## config.mk

```make
export PLATFORM = sky130hd
export DESIGN_NAME = ens_vote_unit
export DESIGN_NICKNAME = d
export VERILOG_FILES = /design/src/rtl/ens_vote_pkg.sv /design/src/rtl/ens_seq_ctrl.sv /design/src/rtl/ens_wgt_bank.sv /design/src/rtl/ens_soft_acc.sv /design/src/rtl/ens_hard_acc.sv /design/src/rtl/ens_vote_unit.sv
export SDC_FILE = /design/constraint.sdc
export NUM_CORES = 1
export LEC_CHECK = 0
export ABC_AREA = 1
export BUFFER_PORTS_ARGS = -buffer_cell sky130_fd_sc_hd__buf_2
export CAP_MARGIN = 25
export CORE_ASPECT_RATIO = 0.6
export CORE_MARGIN = 1
export CORE_UTILIZATION = 59
export DETAILED_ROUTE_END_ITERATION = 6
export HOLD_SLACK_MARGIN = 0.12
export PLACE_DENSITY = 0.77
export SYNTH_ARGS = -nofsm -noshare
export SYNTH_HDL_FRONTEND = slang
export SYNTH_HIERARCHICAL = 1
export SYNTH_SLANG_ARGS = --single-unit
```

## constraint.sdc

```tcl
create_clock -name clk -period 18.1 [get_ports clk]
set_input_delay 3.62 -clock clk [delete_from_list [all_inputs] [get_ports clk]]
set_output_delay 3.62 -clock clk [all_outputs]
set_load 0.01 [all_outputs]
```

## src/rtl/ens_vote_pkg.sv

```systemverilog
package ens_vote_pkg;

    localparam int WGT_W    = 8;
    localparam int WGT_FRAC = 8;
    localparam logic [WGT_W-1:0] WGT_RST = 8'h80;

    typedef struct packed {
        logic take;
        logic first;
        logic last;
    } step_t;

    function automatic bit is_pow2(input int n);
        return (n > 0) && ((n & (n - 1)) == 0);
    endfunction

endpackage

```

## src/rtl/ens_seq_ctrl.sv

```systemverilog
module ens_seq_ctrl
    import ens_vote_pkg::*;
#(
    parameter int NUM_MODELS = 4,
    localparam int IDX_W = (NUM_MODELS > 1) ? $clog2(NUM_MODELS) : 1,
    localparam int CNT_W = $clog2(NUM_MODELS + 1)
) (
    input  logic             clk,
    input  logic             rst,
    input  logic             in_start,
    input  logic             in_valid,
    output step_t            step,
    output logic [IDX_W-1:0] cur_idx
);
    logic             busy_q;
    logic [CNT_W-1:0] cnt_q;

    always_comb begin
        step.first = in_valid && in_start;
        step.take  = in_valid && (in_start || busy_q);
        if (step.first)
            step.last = (NUM_MODELS == 1);
        else
            step.last = step.take && (cnt_q == CNT_W'(NUM_MODELS - 1));
        cur_idx = step.first ? '0 : IDX_W'(cnt_q);
    end

    always_ff @(posedge clk) begin
        if (rst) begin
            busy_q <= 1'b0;
            cnt_q  <= '0;
        end else if (step.take) begin
            busy_q <= !step.last;
            cnt_q  <= step.last ? '0 : (step.first ? CNT_W'(1) : cnt_q + CNT_W'(1));
        end
    end

    // an open frame never has counted past the last model
    p_cnt_range_r3: assert property (@(posedge clk) disable iff (rst)
        busy_q |-> (cnt_q < CNT_W'(NUM_MODELS)));

    // a frame only opens on a start strobe
    p_open_on_start_r4: assert property (@(posedge clk) disable iff (rst)
        $rose(busy_q) |-> $past(in_start && in_valid));

endmodule

```

## src/rtl/ens_wgt_bank.sv

```systemverilog
module ens_wgt_bank
    import ens_vote_pkg::*;
#(
    parameter int NUM_MODELS = 4,
    localparam int IDX_W = (NUM_MODELS > 1) ? $clog2(NUM_MODELS) : 1
) (
    input  logic             clk,
    input  logic             rst,
    input  logic             wgt_we,
    input  logic [IDX_W-1:0] wgt_idx,
    input  logic [WGT_W-1:0] wgt_val,
    input  logic [IDX_W-1:0] rd_idx,
    output logic [WGT_W-1:0] rd_wgt
);
    logic [WGT_W-1:0] wgt_q [NUM_MODELS];

    for (genvar i = 0; i < NUM_MODELS; i++) begin : g_slot
        always_ff @(posedge clk) begin
            if (rst)
                wgt_q[i] <= WGT_RST;
            else if (wgt_we && (wgt_idx == IDX_W'(i)))
                wgt_q[i] <= wgt_val;
        end

        // a slot not addressed by a write keeps its weight
        p_keep_r2: assert property (@(posedge clk) disable iff (rst)
            !(wgt_we && (wgt_idx == IDX_W'(i))) |=> $stable(wgt_q[i]));
    end

    always_comb begin
        rd_wgt = '0;
        for (int j = 0; j < NUM_MODELS; j++)
            if (rd_idx == IDX_W'(j))
                rd_wgt = wgt_q[j];
    end

endmodule

```

## src/rtl/ens_soft_acc.sv

```systemverilog
module ens_soft_acc
    import ens_vote_pkg::*;
#(
    parameter int NUM_MODELS = 4,
    parameter int DATA_W     = 12,
    localparam int CNT_W  = $clog2(NUM_MODELS + 1),
    localparam int PROD_W = DATA_W + WGT_W + 1,
    localparam int ACC_W  = PROD_W + CNT_W + 1,
    localparam int DIVISOR = NUM_MODELS << WGT_FRAC
) (
    input  logic                     clk,
    input  logic                     rst,
    input  step_t                    step,
    input  logic signed [DATA_W-1:0] x_in,
    input  logic [WGT_W-1:0]         wgt,
    output logic signed [DATA_W-1:0] avg_out
);
    logic signed [PROD_W-1:0] x_ext, w_ext, term;
    logic signed [ACC_W-1:0]  acc_q, acc_nxt, quot;

    always_comb begin
        x_ext   = {{(PROD_W-DATA_W){x_in[DATA_W-1]}}, x_in};
        w_ext   = {{(PROD_W-WGT_W){1'b0}}, wgt};
        term    = x_ext * w_ext;
        acc_nxt = (step.first ? '0 : acc_q) + {{(ACC_W-PROD_W){term[PROD_W-1]}}, term};
    end

    if (is_pow2(NUM_MODELS)) begin : g_shift
        localparam int SHIFT = WGT_FRAC + $clog2(NUM_MODELS);
        assign quot = acc_nxt >>> SHIFT;
    end else begin : g_div
        localparam logic signed [ACC_W-1:0] DIV_C = ACC_W'(DIVISOR);
        logic signed [ACC_W-1:0] q_trunc, rem;
        always_comb begin
            q_trunc = acc_nxt / DIV_C;
            rem     = acc_nxt - q_trunc * DIV_C;
            quot    = (acc_nxt < 0 && rem != 0) ? q_trunc - ACC_W'(1) : q_trunc;
        end
    end

    always_ff @(posedge clk) begin
        if (rst) begin
            acc_q   <= '0;
            avg_out <= '0;
        end else if (step.take) begin
            acc_q <= acc_nxt;
            if (step.last)
                avg_out <= quot[DATA_W-1:0];
        end
    end

    // the average of weights below one never leaves the input range
    p_avg_range_r7: assert property (@(posedge clk) disable iff (rst)
        step.last |-> (quot <= ACC_W'((1 << (DATA_W-1)) - 1)) &&
                      (quot >= -ACC_W'(1 << (DATA_W-1))));

endmodule

```

## src/rtl/ens_hard_acc.sv

```systemverilog
module ens_hard_acc
    import ens_vote_pkg::*;
#(
    parameter int NUM_MODELS = 4,
    localparam int CNT_W = $clog2(NUM_MODELS + 1),
    localparam int SUM_W = WGT_W + CNT_W
) (
    input  logic             clk,
    input  logic             rst,
    input  step_t            step,
    input  logic             vote,
    input  logic [WGT_W-1:0] wgt,
    output logic             decide
);
    logic [SUM_W-1:0] yes_q, yes_nxt, tot_q, tot_nxt;

    always_comb begin
        yes_nxt = (step.first ? '0 : yes_q) + (vote ? SUM_W'(wgt) : '0);
        tot_nxt = (step.first ? '0 : tot_q) + SUM_W'(wgt);
    end

    always_ff @(posedge clk) begin
        if (rst) begin
            yes_q  <= '0;
            tot_q  <= '0;
            decide <= 1'b0;
        end else if (step.take) begin
            yes_q <= yes_nxt;
            tot_q <= tot_nxt;
            if (step.last)
                decide <= ({yes_nxt, 1'b0} >= {1'b0, tot_nxt});
        end
    end

    // the collision weight is part of the total weight
    p_yes_le_total_r8: assert property (@(posedge clk) disable iff (rst)
        yes_q <= tot_q);

endmodule

```

## src/rtl/ens_vote_unit.sv

```systemverilog
module ens_vote_unit
    import ens_vote_pkg::*;
#(
    parameter int NUM_MODELS = 4,
    parameter int DATA_W     = 12,
    localparam int IDX_W = (NUM_MODELS > 1) ? $clog2(NUM_MODELS) : 1
) (
    input  logic              clk,
    input  logic              rst,
    input  logic              wgt_we,
    input  logic [IDX_W-1:0]  wgt_idx,
    input  logic [7:0]        wgt_val,
    input  logic              in_start,
    input  logic              in_valid,
    input  logic [DATA_W-1:0] in_steer,
    input  logic              in_vote,
    output logic              out_done,
    output logic [DATA_W-1:0] out_steer,
    output logic              out_collide
);
    step_t            step;
    logic [IDX_W-1:0] cur_idx;
    logic [WGT_W-1:0] cur_wgt;
    logic signed [DATA_W-1:0] avg_s;

    ens_seq_ctrl #(.NUM_MODELS(NUM_MODELS)) u_ctrl (
        .clk(clk), .rst(rst), .in_start(in_start), .in_valid(in_valid),
        .step(step), .cur_idx(cur_idx)
    );

    ens_wgt_bank #(.NUM_MODELS(NUM_MODELS)) u_bank (
        .clk(clk), .rst(rst), .wgt_we(wgt_we), .wgt_idx(wgt_idx),
        .wgt_val(wgt_val), .rd_idx(cur_idx), .rd_wgt(cur_wgt)
    );

    ens_soft_acc #(.NUM_MODELS(NUM_MODELS), .DATA_W(DATA_W)) u_soft (
        .clk(clk), .rst(rst), .step(step), .x_in($signed(in_steer)),
        .wgt(cur_wgt), .avg_out(avg_s)
    );

    ens_hard_acc #(.NUM_MODELS(NUM_MODELS)) u_hard (
        .clk(clk), .rst(rst), .step(step), .vote(in_vote),
        .wgt(cur_wgt), .decide(out_collide)
    );

    assign out_steer = avg_s;

    always_ff @(posedge clk) begin
        if (rst) out_done <= 1'b0;
        else     out_done <= step.last;
    end

    // a done pulse always follows an accepted input
    p_done_after_input_r6: assert property (@(posedge clk) disable iff (rst)
        out_done |-> $past(in_valid));

    // results only move together with a done pulse
    p_hold_r9: assert property (@(posedge clk) disable iff (rst)
        !out_done |-> ($stable(out_steer) && $stable(out_collide)));

endmodule

```

==> metrics, run 1 <==
Synth area leader fa_1; top cell type's share of synthesized area 15.38%; clock insertion delay at the later pin of the skew report 0.35 ns; WP data required 18.36 ns; Die H 105.5 um; slew margin rel. 28.63%; die width 174.6 um; # clock sinks 94; Seq/Total Area, Yosys 20.89%; commonest non-fill, non-tap cell in the layout inv_1; Mean Syn Cell Area 7.064 um2; asr flop ratio synth 0%; final hold vios 0; share of cells above drive strength 1 8.085%; fillers 1596; Fin Clk Skew 0.01150 ns; postcts setup bufs 0; Hold EP u_soft/acc_q[1]; Vias/cell 5.306; GR Overflow Total 0; Crit Path Class in2reg; hold path depth 2; CP Buf/Inv Count 9; fin crit share 64.03%; IO Pins 42; Hold Path Class reg2reg; initial core utilization 60.88%; RSZ-0062 raised after global routing false; syn_nets 1695; crit path capture type register; Final Max Slew Viols 0; FF-to-FF setup slack 9.80 ns; vias in the first global route 8772; GPL Wtd Cong 0.9745; Post-synth EDFFs 32; number of antenna-violating nets in the routed design 0; Max-cap violations 0; Setup TNS 0 ns; yosys warns 6; hold buffer count at cts 0; HPWL after DPL 21.14 mm; # setup viols final 0; CP delay by family, top simple AND/OR/NAND/NOR gates; CTS HTree Levels 3; Layout Nets 1707; largest net degree at the start of global routing 49; Critical Path Slowest Stage Cell nor2_1; Resized cells post-CTS 0; Area Overhead vs Synth 6.043%; Die ar. 0.01842 mm2; total wire length 26.65 mm; synth top area cells fa_1 (15%), inv_1 (13%), dfxtp_1 (12%); initial antenna violation count 2; minimum clock period 11.59 ns; core area 0.01731 mm2; critical register-to-register path startpoint u_ctrl/cnt_q[1]; max incr delay on CP 0.87 ns; GRT Total Usage 30.34%; Post-Synthesis Cells 1492; startpoint types primary input; Synth cell types 53; Crit Path Max Fanout 44; drt wl/cell 15.29 um; routed vias 9248; DRC viols 1; Mapped Area 0.01054 mm2; Worst-path clk slew 0.07 ns; most used cell, CP inv_1; CTS tree yes; fmax 86.29 MHz; Antenna Cells 0; row cnt 37; failing checks design-rule violations; r2r endpoint u_soft/avg_out[10]; Primary FF master, synth dfxtp_1; outcome finished, violations left; Clock Path Buffers 2; Worst Tran Pin Value 1.067 ns; min-delay src u_soft/acc_q[1]; CTS Buf Count 9; clock root cell clkbuf_16; Seq cells post-synth 94; first-pass GRT wire length 44.03 mm; Arrival @ worst endpoint 11.85 ns; input/output buffers 41; most frequent cells in the layout inv_1 (362), nand2_1 (316), nor2_1 (129); first drt pass iteration count 7; drt initial violations 934; R2R cell count 32
registers in the layout (all words and copies together), names as in the netlist:
signal	flops
u_bank/wgt_q	32
u_soft/acc_q	22
u_soft/avg_out	12
u_hard/tot_q	11
u_hard/yes_q	11
u_ctrl/cnt_q	3
out_done	1
u_ctrl/busy_q	1
u_hard/decide	1
Yosys cell counts, drive strengths merged, types with 8 or more instances:
cell type,number
inv,374
nand2,328
nor2,137
ha,94
nand3,94
a21oi,93
fa,81
dfxtp,62
o21ai,50
clkbuf,32
edfxtp,32
xor2,26
nand4,21
buf,12
xnor2,9
o211ai,8
layout make-up:
class | count | area [um2] | area share, %
tap | 234 | 292.8 | 2.619
inverter | 375 | 1413 | 12.64
multi-input combinational | 979 | 6724 | 60.16
timing repair buffer | 45 | 235.2 | 2.105
clock buffer | 12 | 279.0 | 2.496
clock inverter | 4 | 31.28 | 0.2799
sequential | 94 | 2202 | 19.70
kinds of logic (layout without fill, tap and decap cells):
logic type                 Yosys count  in the layout  synth area share [%]
and+or+nand+nor                    599            599                 24.56
buffers and inverters              419            436                 15.31
adders and majority gates          175            175                 26.54
AOI/OAI and AO/OA                  170            170                 9.639
DFF                                 94             94                 20.89
xor gates and xnor gates            35             35                 3.051
worst max path at each step:
stage | startpoint | end | slack, ns | depth (start not counted)
global route | in_valid | u_soft/avg_out[8] | 5.90 | 35
global placement | in_valid | u_soft/avg_out[11] | 6.46 | 34
floorplan | in_valid | u_soft/acc_q[19] | 8.60 | 38
detailed placement | in_valid | u_soft/avg_out[10] | 6.30 | 34
CTS | in_valid | u_soft/avg_out[10] | 6.64 | 34
finish | in_valid | u_soft/avg_out[10] | 6.51 | 34
per-layer routing:
layer	vias up	wire [um]	GRT usage, %
met2	353	11000	44.82
met3	31	2452	7.756
met5	-	31	0
li1	4563	-	-
met1	4297	12840	44.31
met4	4	323	6.957
tightest hold or removal path, cell delays in order (launching register included):
cell	delay (ns)
dfxtp_1	0.30
inv_1	0.06
a21oi_1	0.06
metrics by stage:
step	hold slack, ns	setup WS, ns	util, %	instance area [um2]	instances
after CTS	0.4663	6.639	64.55	11180	1743
after floorplan	0.4345	8.600	-	10540	1492
after global routing	0.4884	5.898	64.55	11180	1743
after global placement	0.4485	6.465	62.72	10860	1726
after detailed placement	0.4570	6.296	62.76	10870	1727
final	0.4637	6.511	64.55	11180	1743
Power of run 1 is not shown: default switching activity piles up to over one toggle a cycle in this logic, so the estimate is an artifact.
==> run 2: changes to the inputs <==
- ABC_AREA: 1 -> 0
- clock period: 18.1 -> 10.85 ns (I/O delays scaled with it)
==> metrics, run 2 <==
outcome finished clean; Setup WS pre-CTS 1.152 ns; largest family of logic cells by synthesized area adder cells; HPWL after DPL 16.46 mm; startpoint types primary input; Clock Path Buffers 2; core area 0.01631 mm2; number of antenna-violating nets in the routed design 0; syn_nets 1324; synth top area cells fa_1 (16%), dfxtp_1 (13%), ha_1 (12%); clock insertion delay at the later pin of the skew report 0.36 ns; postcts setup bufs 0; most frequent cells in the layout inv_1 (146), ha_1 (94), nand2_1 (89); Post-Synthesis Cells 1121; Max-cap violations 0; initial antenna violation count 0; Primary FF master, synth dfxtp_1; routed vias 7848; GPL Wtd Cong 0.8935; drt wl/cell 16.06 um; drt initial violations 602; hold buffer count at cts 0; minimum clock period 9.415 ns; fillers 1385; area of the multi-input gates 0.006969 mm2; Post-synth EDFFs 32; Post-Synth Adder-Cell Area 28.28%; initial core utilization 60.68%; peak supply drop 0.3420 mV; first-pass GRT wire length 35.89 mm; yosys warns 6; slew margin rel. 42.40%; Seq cells post-synth 94; Synth top cells by count inv_1 (146), ha_1 (94), nand2_1 (89); Synth area leader fa_1; first drt pass iteration count 5; Crit Path Max Fanout 15; Area Overhead vs Synth 6.589%; Mapped Area 0.009894 mm2; CTS HTree Levels 3; RSZ-0062 raised after global routing false; largest net degree at the start of global routing 83; Die H 102.3 um; power per standard cell area 333.0 mW/mm2; row cnt 36; fin crit share 86.77%; Reg area 0.002202 mm2; Synth Area in XOR/XNOR 3.844%; CTS tree yes; Compound-Gate Fraction of Synth Area 14.18%; Synth Area in Simple Gates 20.49%; # clock sinks 94; Layout Nets 1338; multiplexer area fraction after synthesis 3.642%; total wire length 21.99 mm; Resized cells post-CTS 0; Regs by FF count u_bank/wgt_q: 32 flops, u_soft/acc_q: 22 flops, u_soft/avg_out: 12 flops; Vias/cell 5.733; Synth cell types 73; Seq/Total Area, Yosys 22.26%; top cell type's share of synthesized area 16.39%; final hold vios 0; Final Max Slew Viols 0; Largest Register u_bank/wgt_q; Worst-path clk slew 0.08 ns; FF-to-FF setup slack 3.12 ns; GRT Total Usage 26.46%; vias in the first global route 7156; crit path capture type register; Die ar. 0.01731 mm2; Fin Clk Skew 0.01205 ns; CTS Buf Count 9; worst setup slack after layout 1.435 ns; input/output buffers 41; Setup TNS 0 ns; asr flop ratio synth 0%; die width 169.2 um; Leakage 0.004878 uW; IO Pins 42; GR Overflow Total 0; WP data required 11.13 ns; Arrival @ worst endpoint 9.69 ns; Hold Path Class reg2reg; # setup viols final 0; fmax 106.2 MHz; DRC viols 0; Worst Tran Pin Value 0.8641 ns; share of cells above drive strength 1 7.632%; Mean Syn Cell Area 8.826 um2; commonest non-fill, non-tap cell in the layout inv_1; Crit Path Class in2reg; most numerous cell in the Yosys netlist inv_1; max reg flops 32; clock root cell clkbuf_16
run 2: cell count changes in the layout (fill, tap and decap cells not counted), sizes merged, moves of 17 or more:
cell / previous run / this run
nor2: 137 / 84
a21oi: 93 / 50
nor2b: 0 / 44
nand3: 94 / 27
nand2: 328 / 89
o21ai: 50 / 33
and2: 3 / 70
inv: 377 / 151
mux2i: 0 / 18
run 2: kinds of logic after synthesis:
family / count (synthesis)
AO/OA/AOI/OAI: 206
XOR/XNOR: 41
adder cells (fa/ha/maj): 175
buffers and inverters: 187
flip-flops: 94
multiplexers: 26
AND/OR/NAND/NOR: 392
run 2: worst paths after layout:
path                                        start                end  depth (start not counted)
worst max register to register    u_ctrl/cnt_q[1]   u_soft/acc_q[20]                         24
worst min-delay path            u_soft/avg_out[2]  u_soft/avg_out[2]                          2
worst max-delay path                     in_valid   u_soft/acc_q[20]                         26
worst min register to register  u_soft/avg_out[2]  u_soft/avg_out[2]                          2
run 2: power by group:
part           internal [uW]  switching [uW]
sequential               403            15.1
clock                    185             161
combinational           1140            1610
total                   1730            1790
run 2: cell type report:
type                            count  area share [%]
Tap cell                          228           2.705
Antenna cell                        1         0.02373
Inverter                          146           5.196
Clock inverter                      7          0.8186
Timing Repair Buffer               44           2.159
Clock buffer                        9           2.135
Multi-Input combinational cell    840           66.08
Sequential cell                    94           20.88
run 2: critical path, stage by stage:
cell and delay (ns):
buf_2 0.14, nand2_1 0.13, and2_1 0.50, mux4_2 0.80
and2_1 0.23, ha_1 0.26, inv_1 0.05, fa_1 0.54
inv_1 0.06, fa_1 0.53, inv_1 0.05, fa_1 0.52
inv_1 0.04, ha_1 0.33, o311ai_0 0.56, o31ai_1 0.20
o21ai_1 0.33, nor2b_1 0.24, xnor2_1 0.14, ha_1 0.34
o21a_1 0.20, o21ai_0 0.14, a21oi_1 0.08, a2111oi_0 0.64
o21ai_1 0.16, a311oi_1 0.28
run 2: metrics by stage:
| step | instances | area (um2) | hold WS [ns] | power [uW] | util (%) |
|---|---|---|---|---|---|
| CTS | 1368 | 10540 | 0.4571 | 3486 | 64.66 |
| floorplan | 1121 | 9894 | 0.4365 | 2610 | - |
| finish | 1369 | 10550 | 0.4563 | 3512 | 64.68 |
| detailed placement | 1352 | 10230 | 0.4467 | 3114 | 62.75 |
| global placement | 1352 | 10230 | 0.4405 | 3062 | 62.75 |
| global route | 1368 | 10540 | 0.4910 | 3877 | 64.66 |
run 2: metal layers:
| layer | vias up | share of wire, % | GRT usage [%] |
|---|---|---|---|
| li1 | 3831 | - | - |
| met1 | 3734 | 51 | 41.41 |
| met2 | 265 | 41 | 37.80 |
| met3 | 18 | 6.6 | 4.415 |
| met4 | 0 | 1.3 | 5.891 |
| met5 | - | 0 | 0 |
No activity file was read; power rests on OpenSTA's default activity.
==> run 3: changes to the inputs <==
- BUFFER_PORTS_ARGS: -buffer_cell sky130_fd_sc_hd__buf_2 -> unset
- DONT_BUFFER_PORTS: unset -> 1
- PLACE_DENSITY: 0.77 -> 0.75
- clock period: 10.85 -> 9.6 ns (I/O delays scaled with it)
==> metrics, run 3 (synthesized netlist as in run 2, its figures left out) <==
outcome finished clean; Die H 102.3 um; # setup viols final 0; Regs by FF count u_bank/wgt_q: 32 flops, u_soft/acc_q: 22 flops, u_soft/avg_out: 12 flops; RSZ-0062 raised after global routing false; CP Buf/Inv Count 4; HPWL after DPL 16.50 mm; Setup TNS 0 ns; share of cells above drive strength 1 4.186%; Tot Pwr 3944 uW; first drt pass iteration count 5; Clock Path Buffers 2; Leakage 0.004687 uW; Fin Clk Skew 0.01633 ns; GRT Total Usage 27.01%; initial core utilization 60.68%; Crit Path Max Fanout 15; crit-path cells nand2_1, and2_1, mux4_2, and2_1, fa_1, inv_1, fa_1, inv_1, fa_1, inv_1, fa_1, inv_1, ha_1, nand2_1, nor4_1, o31ai_1, a21oi_1, nor2b_1, ha_1, nor3_1, nand4_1, a2111oi_0, o21ai_1, a311oi_1; number of antenna-violating nets in the routed design 0; Max-cap violations 0; GPL Wtd Cong 0.8879; Setup WS pre-CTS 0.2755 ns; Area Overhead vs Synth 4.388%; FF-to-FF setup slack 1.89 ns; DRC viols 0; postcts setup bufs 0; Die ar. 0.01731 mm2; GR Overflow Total 0; Antenna Cells 0; input/output buffers 0; worst setup slack after layout 0.6028 ns; clock insertion delay at the later pin of the skew report 0.37 ns; Layout Nets 1297; startpoint types primary input; first-pass GRT wire length 36.53 mm; CTS HTree Levels 3; fin crit share 93.72%; clock root cell clkbuf_16; Final Max Slew Viols 0; crit path capture type register; Hold Path Class reg2reg; Vias/cell 5.868; drt wl/cell 16.77 um; CP delay by family, top adder cells; Crit Path Class in2reg; largest net degree at the start of global routing 83; vias in the first global route 7101; commonest non-fill, non-tap cell in the layout inv_1; Resized cells post-CTS 0; drt initial violations 610; routed vias 7787; CTS tree yes; # clock sinks 94; most frequent cells in the layout inv_1 (146), ha_1 (94), nand2_1 (89); total wire length 22.25 mm; max reg flops 32; row cnt 36; Critical Path Slowest Stage Cell mux4_2; Largest Register u_bank/wgt_q; Worst Tran Pin Value 0.7372 ns; initial antenna violation count 0; Worst-path clk slew 0.08 ns; hold buffer count at cts 0; final hold vios 0; minimum clock period 8.997 ns; Arrival @ worst endpoint 9.28 ns; die width 169.2 um; max incr delay on CP 0.77 ns; CTS Buf Count 9; slew margin rel. 50.85%; peak supply drop 0.3382 mV; power per standard cell area 381.9 mW/mm2; core area 0.01631 mm2; IO Pins 42; WP data required 9.88 ns; fmax 111.1 MHz
[run 3: cell types whose count changed in the layout (fill, tap and decap cells not counted)]
| cell | previous run | this run |
|---|---|---|
| buf_2 | 41 | 0 |
| bufinv_16 | 1 | 0 |
| clkinv_2 | 1 | 0 |
| clkinv_8 | 0 | 1 |
| diode_2 | 1 | 0 |
| inv_6 | 2 | 3 |
[run 3: area by class of cell]
| class | count | area, um2 |
|---|---|---|
| Clock buffer | 9 | 225.2 |
| Inverter | 146 | 548.0 |
| Sequential cell | 94 | 2202 |
| Clock inverter | 7 | 76.32 |
| Fill cell | 1430 | 5977 |
| Multi-Input combinational cell | 840 | 6969 |
| Timing Repair Buffer | 3 | 22.52 |
| Tap cell | 228 | 285.3 |
[run 3: final timing paths]
check	from	endpoint	cells past startpoint
max	in_valid	u_soft/acc_q[20]	24
min	u_soft/acc_q[10]	u_soft/acc_q[10]	2
max reg2reg	u_ctrl/cnt_q[0]	u_soft/acc_q[20]	23
min reg2reg	u_soft/acc_q[10]	u_soft/acc_q[10]	2
[run 3: power breakdown]
group	internal (uW)	switching [uW]	leakage (uW)
clock	187	193	0.000150
combinational	1280	1810	0.00372
sequential	455	17.0	0.000820
[run 3: worst register-to-register path, stage by stage, from the launching register on]
cell	delay, ns
dfxtp_1	0.37
and2_1	0.52
mux4_2	0.77
and2_1	0.28
fa_1	0.58
inv_1	0.16
fa_1	0.56
inv_1	0.05
fa_1	0.47
inv_1	0.05
fa_1	0.53
inv_1	0.05
ha_1	0.38
nand2_1	0.08
nor4_1	0.36
o31ai_1	0.20
a21oi_1	0.30
nor2b_1	0.11
ha_1	0.22
nor3_1	0.29
nand4_1	0.23
a2111oi_0	0.64
o21ai_1	0.16
a311oi_1	0.27
[run 3: layer usage]
metal,GRT usage (%),part of all wire [%],up-vias
li1,-,-,3748
met1,41.57,51,3783
met2,37.92,42,237
met3,6.313,6.7,19
met4,6.237,0.98,0
met5,0,0,-
[run 3: per-stage QoR]
| stage | area [um2] | std cells | hold slack, ns | util (%) |
|---|---|---|---|---|
| after floorplan | 9894 | 1121 | 0.4365 | - |
| after global placement | 10030 | 1311 | 0.4423 | 61.49 |
| after detailed placement | 10030 | 1311 | 0.4462 | 61.49 |
| after CTS | 10330 | 1327 | 0.4563 | 63.34 |
| after global routing | 10330 | 1327 | 0.5002 | 63.34 |
| final | 10330 | 1327 | 0.4607 | 63.34 |
